<file path="src/rtl/sysctl_pkg.sv">
// Package: shared widths and bit positions of the system control port.
// Assumes an 8-bit host data path. The positions below are fixed by software.
package sysctl_pkg;
    localparam int DATA_W    = 8;
    localparam int CTRL_W    = 4;
    localparam int BIT_GATE  = 0;
    localparam int BIT_SPKEN = 1;
    localparam int BIT_TOG1  = 4;
    localparam int BIT_LIVE2 = 5;
endpackage

</file>
<file path="src/rtl/sysctl_ctrl_reg.sv">
// Module: stores the low control bits written by the host.
// Assumes wr_en is a single-cycle strobe synchronous to clk.
module sysctl_ctrl_reg
    import sysctl_pkg::*;
#(
    parameter int W  = DATA_W,
    parameter int CW = CTRL_W
) (
    input  logic          clk,
    input  logic          rst_n,
    input  logic          wr_en,
    input  logic [W-1:0]  wr_data,
    output logic [CW-1:0] ctrl_q
);
    // Capture the low control field on each host write.
    always_ff @(posedge clk) begin
        if (!rst_n)
            ctrl_q <= '0;
        else if (wr_en)
            ctrl_q <= wr_data[CW-1:0];
    end

    // the stored field follows the written byte one cycle later.
    a_r6_store: assert property (@(posedge clk) disable iff (!rst_n)
        wr_en |=> ctrl_q == $past(wr_data[CW-1:0]));
    a_r2_hold: assert property (@(posedge clk) disable iff (!rst_n)
        !wr_en |=> $stable(ctrl_q));
endmodule

</file>
<file path="src/rtl/sysctl_edge_toggle.sv">
// Module: turns rising edges of a timer output into a level that flips once per edge.
// Assumes tmr_in is synchronous to clk. A registered copy from the previous
// cycle forms the edge detector, and reset clears both flops.
module sysctl_edge_toggle (
    input  logic clk,
    input  logic rst_n,
    input  logic tmr_in,
    output logic tog_q
);
    logic prev_q;
    logic rise;

    // Find a rising edge by comparing the input with last cycle's copy.
    always_comb rise = tmr_in & ~prev_q;

    // Keep last cycle's input level.
    always_ff @(posedge clk) begin
        if (!rst_n) prev_q <= 1'b0;
        else        prev_q <= tmr_in;
    end

    // Invert the status level on each detected edge.
    always_ff @(posedge clk) begin
        if (!rst_n)    tog_q <= 1'b0;
        else if (rise) tog_q <= ~tog_q;
    end

    // an input edge inverts the level exactly once.
    a_r4_flip: assert property (@(posedge clk) disable iff (!rst_n)
        (tmr_in && !prev_q) |=> tog_q != $past(tog_q));
    // with no edge, the level holds (this covers a long high phase too).
    a_r5_hold: assert property (@(posedge clk) disable iff (!rst_n)
        !(tmr_in && !prev_q) |=> $stable(tog_q));
endmodule

</file>
<file path="src/rtl/sysctl_read_reg.sv">
// Module: assembles the port value and captures it on a host read.
// Assumes rd_en is synchronous to clk. Unused upper bits read as zero.
module sysctl_read_reg
    import sysctl_pkg::*;
#(
    parameter int W  = DATA_W,
    parameter int CW = CTRL_W
) (
    input  logic          clk,
    input  logic          rst_n,
    input  logic          rd_en,
    input  logic [CW-1:0] ctrl_q,
    input  logic          tog1,
    input  logic          live2,
    output logic [W-1:0]  rd_data
);
    logic [W-1:0] port_val;

    // Combine the stored controls and the two timer status bits.
    always_comb begin
        port_val            = '0;
        port_val[CW-1:0]    = ctrl_q;
        port_val[BIT_TOG1]  = tog1;
        port_val[BIT_LIVE2] = live2;
    end

    // Capture the port value on a read strobe.
    always_ff @(posedge clk) begin
        if (!rst_n)     rd_data <= '0;
        else if (rd_en) rd_data <= port_val;
    end

    // bit 5 reflects the timer 2 level on the read edge.
    a_r7_live: assert property (@(posedge clk) disable iff (!rst_n)
        rd_en |=> rd_data[BIT_LIVE2] == $past(live2));
    // upper bits are never set.
    a_r8_upper_zero: assert property (@(posedge clk) disable iff (!rst_n)
        rd_data[W-1:BIT_LIVE2+1] == '0);
endmodule

</file>
<file path="src/rtl/sysctl_port.sv">
// Module: top of the system control port with timer feedback.
// Assumes all inputs are synchronous to clk. The speaker gate is
// combinational on tmr_out2, so it adds no delay to the audio path.
module sysctl_port
    import sysctl_pkg::*;
(
    input  logic              clk,
    input  logic              rst_n,
    input  logic              wr_en,
    input  logic [DATA_W-1:0] wr_data,
    input  logic              rd_en,
    input  logic              tmr_out1,
    input  logic              tmr_out2,
    output logic [DATA_W-1:0] rd_data,
    output logic              gate2,
    output logic              spk_out
);
    logic [CTRL_W-1:0] ctrl_q;
    logic              tog1;

    sysctl_ctrl_reg #(.W(DATA_W), .CW(CTRL_W)) u_ctrl (
        .clk(clk), .rst_n(rst_n), .wr_en(wr_en), .wr_data(wr_data), .ctrl_q(ctrl_q)
    );

    sysctl_edge_toggle u_tog (
        .clk(clk), .rst_n(rst_n), .tmr_in(tmr_out1), .tog_q(tog1)
    );

    sysctl_read_reg #(.W(DATA_W), .CW(CTRL_W)) u_rd (
        .clk(clk), .rst_n(rst_n), .rd_en(rd_en), .ctrl_q(ctrl_q),
        .tog1(tog1), .live2(tmr_out2), .rd_data(rd_data)
    );

    // Drive the timer 2 gate and the speaker signal from the stored controls.
    always_comb begin
        gate2   = ctrl_q[BIT_GATE];
        spk_out = tmr_out2 & ctrl_q[BIT_SPKEN];
    end

    // the speaker is never active while timer 2 is low.
    a_r3_spk_needs_out2: assert property (@(posedge clk) disable iff (!rst_n)
        spk_out |-> tmr_out2);
    // the gate follows bit 0 of the last write.
    a_r2_gate: assert property (@(posedge clk) disable iff (!rst_n)
        wr_en |=> gate2 == $past(wr_data[BIT_GATE]));
endmodule

</file>
<file path="config.mk">
export PLATFORM = sky130hd
export DESIGN_NAME = sysctl_port
export DESIGN_NICKNAME = d
export VERILOG_FILES = /design/src/rtl/sysctl_pkg.sv /design/src/rtl/sysctl_ctrl_reg.sv /design/src/rtl/sysctl_edge_toggle.sv /design/src/rtl/sysctl_read_reg.sv /design/src/rtl/sysctl_port.sv
export SDC_FILE = /design/constraint.sdc
export NUM_CORES = 1
export LEC_CHECK = 0
export BUFFER_PORTS_ARGS = -buffer_cell sky130_fd_sc_hd__clkbuf_2
export CAP_MARGIN = 20
export CORE_MARGIN = 2
export CORE_UTILIZATION = 26
export CTS_CLUSTER_SIZE = 30
export DETAILED_ROUTE_END_ITERATION = 12
export GPL_TIMING_DRIVEN = 0
export PLACE_DENSITY = 0.59
export SYNTH_ARGS = -nofsm -noshare
export SYNTH_HDL_FRONTEND = slang
export SYNTH_SLANG_ARGS = --single-unit
</file>
<file path="constraint.sdc">
create_clock -name clk -period 1 [get_ports clk]
set_clock_uncertainty 0.15 [all_clocks]
set_input_delay 0.15 -clock clk [delete_from_list [all_inputs] [get_ports clk]]
set_output_delay 0.15 -clock clk [all_outputs]
set_load 0.02 [all_outputs]
</file>
==> Word level (Yosys, flattened, before mapping) <==
Cells that the tools add are included.
{ "word_totals": {"register_bits": 12} }
{ "op_classes": {"n_bitwise": 4} }
{ "ops": {"columns": ["operator", "n"], "rows": [
  ["bitwise AND 1 bit", 2],
  ["NOT 1 bit", 2]
]} }

==> Longest topological paths before layout <==
{ "depth": {"depth_word": 2, "mapped_depth": 3, "ltp_nobuf": 2} }

==> Cells and area by module <==
From an unflattened synthesis, not the netlist that was laid out.
{ "unflattened": {"cells_unflattened": 43, "area_unflattened_um2": 484.2} }
{ "by_module_without_submodules": {"columns": ["module", "seq_area_each_um2", "cells_per_inst", "area_per_inst_um2", "n_inst"], "rows": [
  ["sysctl_read_reg", 120.1, 22, 247.7, 1],
  ["sysctl_ctrl_reg", 80.1, 13, 156.4, 1],
  ["sysctl_edge_toggle", 40.0, 7, 73.8, 1],
  ["sysctl_port", 0.0, 1, 6.3, 1]
]} }

==> Worst setup path after synthesis <==
OpenSTA, ideal clock, no wires.
{ "synth_timing": {"path_type": "flip-flop to flip-flop", "from": "register u_ctrl.ctrl_q[0]", "to": "register u_rd.rd_data[0]", "path_buffers": 0, "setup_slack_ns": 0.155, "arrival_time_ns": 0.630, "t_required_ns": 0.785, "stages_incl_launch_ff": 3, "path_cell_list": "dfxtp_1 -> mux2i_1 -> nor2b_1"} }
{ "synth_lines": {"columns": ["element", "line", "text"], "rows": [
  ["from (decl)", "sysctl_ctrl_reg.sv:13", "output logic [CW-1:0] ctrl_q"],
  ["from (signal assigned)", "sysctl_ctrl_reg.sv:20", "ctrl_q <= wr_data[CW-1:0];"],
  ["to (signal assigned)", "sysctl_read_reg.sv:30", "else if (rd_en) rd_data <= port_val;"],
  ["to (decl)", "sysctl_read_reg.sv:15", "output logic [W-1:0] rd_data"]
]} }

==> Worst setup path after layout <==
{ "layout_timing": {"from": "register u_ctrl.ctrl_q[1]", "to": "output spk_out"} }
{ "layout_between": {"elab_chain_len": 1} }
{ "layout_rtl": {"columns": ["element", "line", "text"], "rows": [
  ["bitwise AND 1 bit", "sysctl_port.sv:37", "spk_out = tmr_out2 & ctrl_q[BIT_SPKEN];"],
  ["to (decl)", "sysctl_port.sv:16", "output logic spk_out"]
]} }
Every way passes these cells.

==> results by stage <==
Detailed routing:
- Summing over every cut layer, the via total after detailed routing is 369.
- Wires add up to 901 µm.
- The first routing iteration left 4 violations.
- Using the TritonRoute via totals, the vias-per-cell ratio works out to 3.88.
- In the final routed layout, each cell accounts on average for 9.48 µm.
- The number of remaining DRC errors is 0.
- The count of nets left with antenna violations after detail routing is 0.
- The first-pass iteration count of the detailed router is 2.

Synthesis:
- Synthesis inferred 12 register bits.
- The total standard cell area after synthesis is 484 µm².
- Counting instances in the post-synthesis netlist gives the leading cell types as dfxtp_1, nor2b_1, mux2i_1, buf_4, and2_1.
- After synthesis, the largest area contributor takes up 49.6% of total cell area.
- The most area-hungry cell type in the Yosys netlist is dfxtp_1.
- The cell with the most instances after synthesis is dfxtp_1.
- Summing the sequential cell areas from Yosys gives 49.6% of the chip area.
- Sorting the synthesized cells by area gives the leading types as dfxtp_1, mux2i_1, nor2b_1.
- The most common flop cell mapped by yosys is dfxtp_1.
- Yosys printed 0 warnings.
- The count of cell types in the netlist is 11.
- After synthesis, the mean cell area works out to 11.0 µm².
- Synthesis produced a netlist whose cell count is 44.
- The count of flip-flops with a built-in enable after synthesis is 0.
- In the synthesized netlist the async set-or-reset flop fraction comes to 0%.

Pwr:
- The share of total power dissipated in the clock network is 35.0%.
- The peak supply drop is 0.000951 V.
- The switching part of the total power is 22.6%.
- The analysis attributes to net switching a power of 0.243 mW.
- Per report_power, the combinational group accounts for 16.5% of the total.
- Internal power comes to 0.835 mW.
- For this design the static power due to leakage is 0.356 nW.
- Overall power consumption after layout is estimated at 1.08 mW.
- Of the total power, registers draw 48.5%.
- Power spread over the standard cell area amounts to 1380 nW/µm².

Timing:
- The worst path in the final design needs a cycle of 1.13 ns, including I/O delays and setup.
- Setup repair after global routing could not meet its margin everywhere.
- The max-slew violation total from the final report is 0.
- The count of endpoints failing setup in the final report is 8.
- Across all setup checks in the final design, the least slack found is -0.135 ns.
- The part of the cycle the worst path needs is 113%.
- Setup total negative slack on the finished layout was measured at -0.303 ns.
- On the final layout, the worst hold slack is 0.00981 ns.
- The number of hold violations in the final report was 0.
- Based on the critical path, the design can be clocked at up to 881 MHz.

Clock network:
- After clock tree synthesis, the clock-pin slew on the worst setup and hold paths is 0.07 ns.
- The number of clock buffers inserted by TritonCTS is 3.
- The clock passes through at most 2 buffers.
- TritonCTS built the clock tree.
- The cell at the root of the clock tree is clkbuf_4.
- At the later pin of the worst-skew pair, clock insertion delay measures 0.27 ns.
- The tree built by TritonCTS fans out to 12 sinks.
- CTS built an H-tree with a depth of 1.

Cells and area:
- The final layout contains 85 nets.
- The area added between synthesis and finish is 61.8%.
- The final cell utilization of the core is 44.9%.
- Fill cells in the final layout number 170.
- The fraction of final layout cells with drive strength greater than 1 is 48.6%.
- Leaving out filler cells and counting taps, the final layout contains 95.
- The number of diodes is 0.
- The design area is 783 µm².

Die:
- The region available for standard cell placement spans 1750 µm².
- The overall die area is 2220 µm².
- The placement row count is 15.
- The die is 47.2 µm tall.
- The die outline width is 47.2 µm.
- The I/O pin count is 24.
- The effective utilization at floorplan is 27.7%.

Place:
- The number of port buffers is 15.
- The total placed cells including tap cells is 85.
- The cell area reported after detailed placement is 594 µm².
- The post-DP HPWL is 612 µm.
- Timing analysis after detailed placement gives a worst setup slack of 0.0812 ns.
- The final RePlAce weighted congestion is 0.587.

Setup path:
- By startpoint and endpoint, the worst setup path is classified as flop to output port.
- Data on the critical path is required at its endpoint by 0.70 ns.
- The element type at the critical path start is a flop.
- The largest single stage delay on the critical path is 0.32 ns.
- The signal on the critical path passes through and2_4 > buf_8.
- STA classifies the critical path endpoint as an output port.
- The signal arrival time at the worst endpoint is 0.83 ns.
- The largest driver fanout on the critical path is 2.
- The standard cell with the maximum stage delay on the critical path is dfxtp_2.

Global routing:
- The initial antenna violation count is 0.
- The highest-utilization routing layer at the global route stage is met2.
- For this run, global-route usage on met2 was measured as 14.8%.
- Entering global routing, the biggest net connects 11 pins.
- The via count of the first global-routing pass came to 348.
- The met3 usage is 5.77%.
- In the global route stage, overall resource usage came out at 10.3%.
- After global routing the overflow that remains totals 0.
- The global-route wire length before repair is 1510 µm.
- The routing usage on met1 is 13.1%.

Outcome:
- The run finished, with violations left.
- The checks that failed: negative setup slack.

Hold path:
- The worst hold-check path type is primary input to flop.

Run:
- Across the run, the number of max-cap violations was 0.
what timing repair did:
item,CTS,global route
setup endpoints to repair,8,9
hold buffers,5,0
resized for setup,25,9
endpoints found under the hold margin,6,0
pin swaps,0,1
setup buffers,2,0
cells by family after synthesis:
kind of cell           after synthesis  share of synthesized area, %
AOI/OAI and AO/OA                    1                          1.03
buffers and inverters                5                          8.01
DFF                                 12                          49.6
muxes                               10                          20.7
other                                1                         0.774
and+or+nand+nor                     15                          19.9
power by group through the flow:
stage	sequential, mW	combinational, mW	clock, mW
2_1_floorplan	0.541	0.0763	0
6_report	0.523	0.178	0.377
4_1_cts	0.520	0.174	0.397
3_3_place_gp	0.528	0.126	0
3_5_place_dp	0.528	0.130	0
5_1_grt	0.527	0.191	0.428
cell type report:
class / instances / area (µm²) / share of cell area, %
repair buffers: 21 / 215 / 27.5
clock buffers: 4 / 36.3 / 4.63
well taps: 25 / 31.3 / 3.99
multi-input cells: 28 / 211 / 27.0
flip-flops and latches: 12 / 250 / 31.9
plain buffers: 5 / 38.8 / 4.95
path summary, 6_finish.rpt:
kind / from / endpoint / slack [ns] / cells after the start
worst max-delay path: u_ctrl.ctrl_q[1] / spk_out / -0.13 / 2
worst min-delay path: tmr_out2 / u_rd.rd_data[5] / 0.01 / 3
worst max register to register: u_ctrl.ctrl_q[0] / u_rd.rd_data[0] / 0.11 / 3
worst min register to register: u_tog.tog_q / u_tog.tog_q / 0.33 / 2
per-layer routing:
metal	routed length [µm]	vias to the layer above
met3	60	0
met5	0	-
li1	-	191
met4	0	0
met1	423	162
met2	417	16
state kept, by name, indices dropped and copies added (netlist names):
signal / cells
u_ctrl.ctrl_q: 4
u_rd.rd_data: 6
u_tog.prev_q: 1
u_tog.tog_q: 1
critical path, delay by kind of cell (launching register included):
| family | cells | cell delay, ns |
|---|---|---|
| flip-flops | 1 | 0.32 |
| buffers and inverters | 1 | 0.12 |
| AND/OR/NAND/NOR | 1 | 0.13 |
cell usage in the layout (no fill, tap or decap):
cell / instances
and2_1: 1
and2_4: 1
buf_2: 1
buf_4: 5
buf_6: 1
buf_8: 8
clkbuf_2: 6
clkbuf_4: 3
clkbuf_8: 1
conb_1: 2
dfxtp_1: 4
dfxtp_2: 8
dlygate4sd3_1: 5
mux2i_1: 10
nand2_1: 1
nand4bb_1: 1
nor2b_1: 11
o21ai_1: 1
Note: power is estimated with default switching activity, not from simulation.
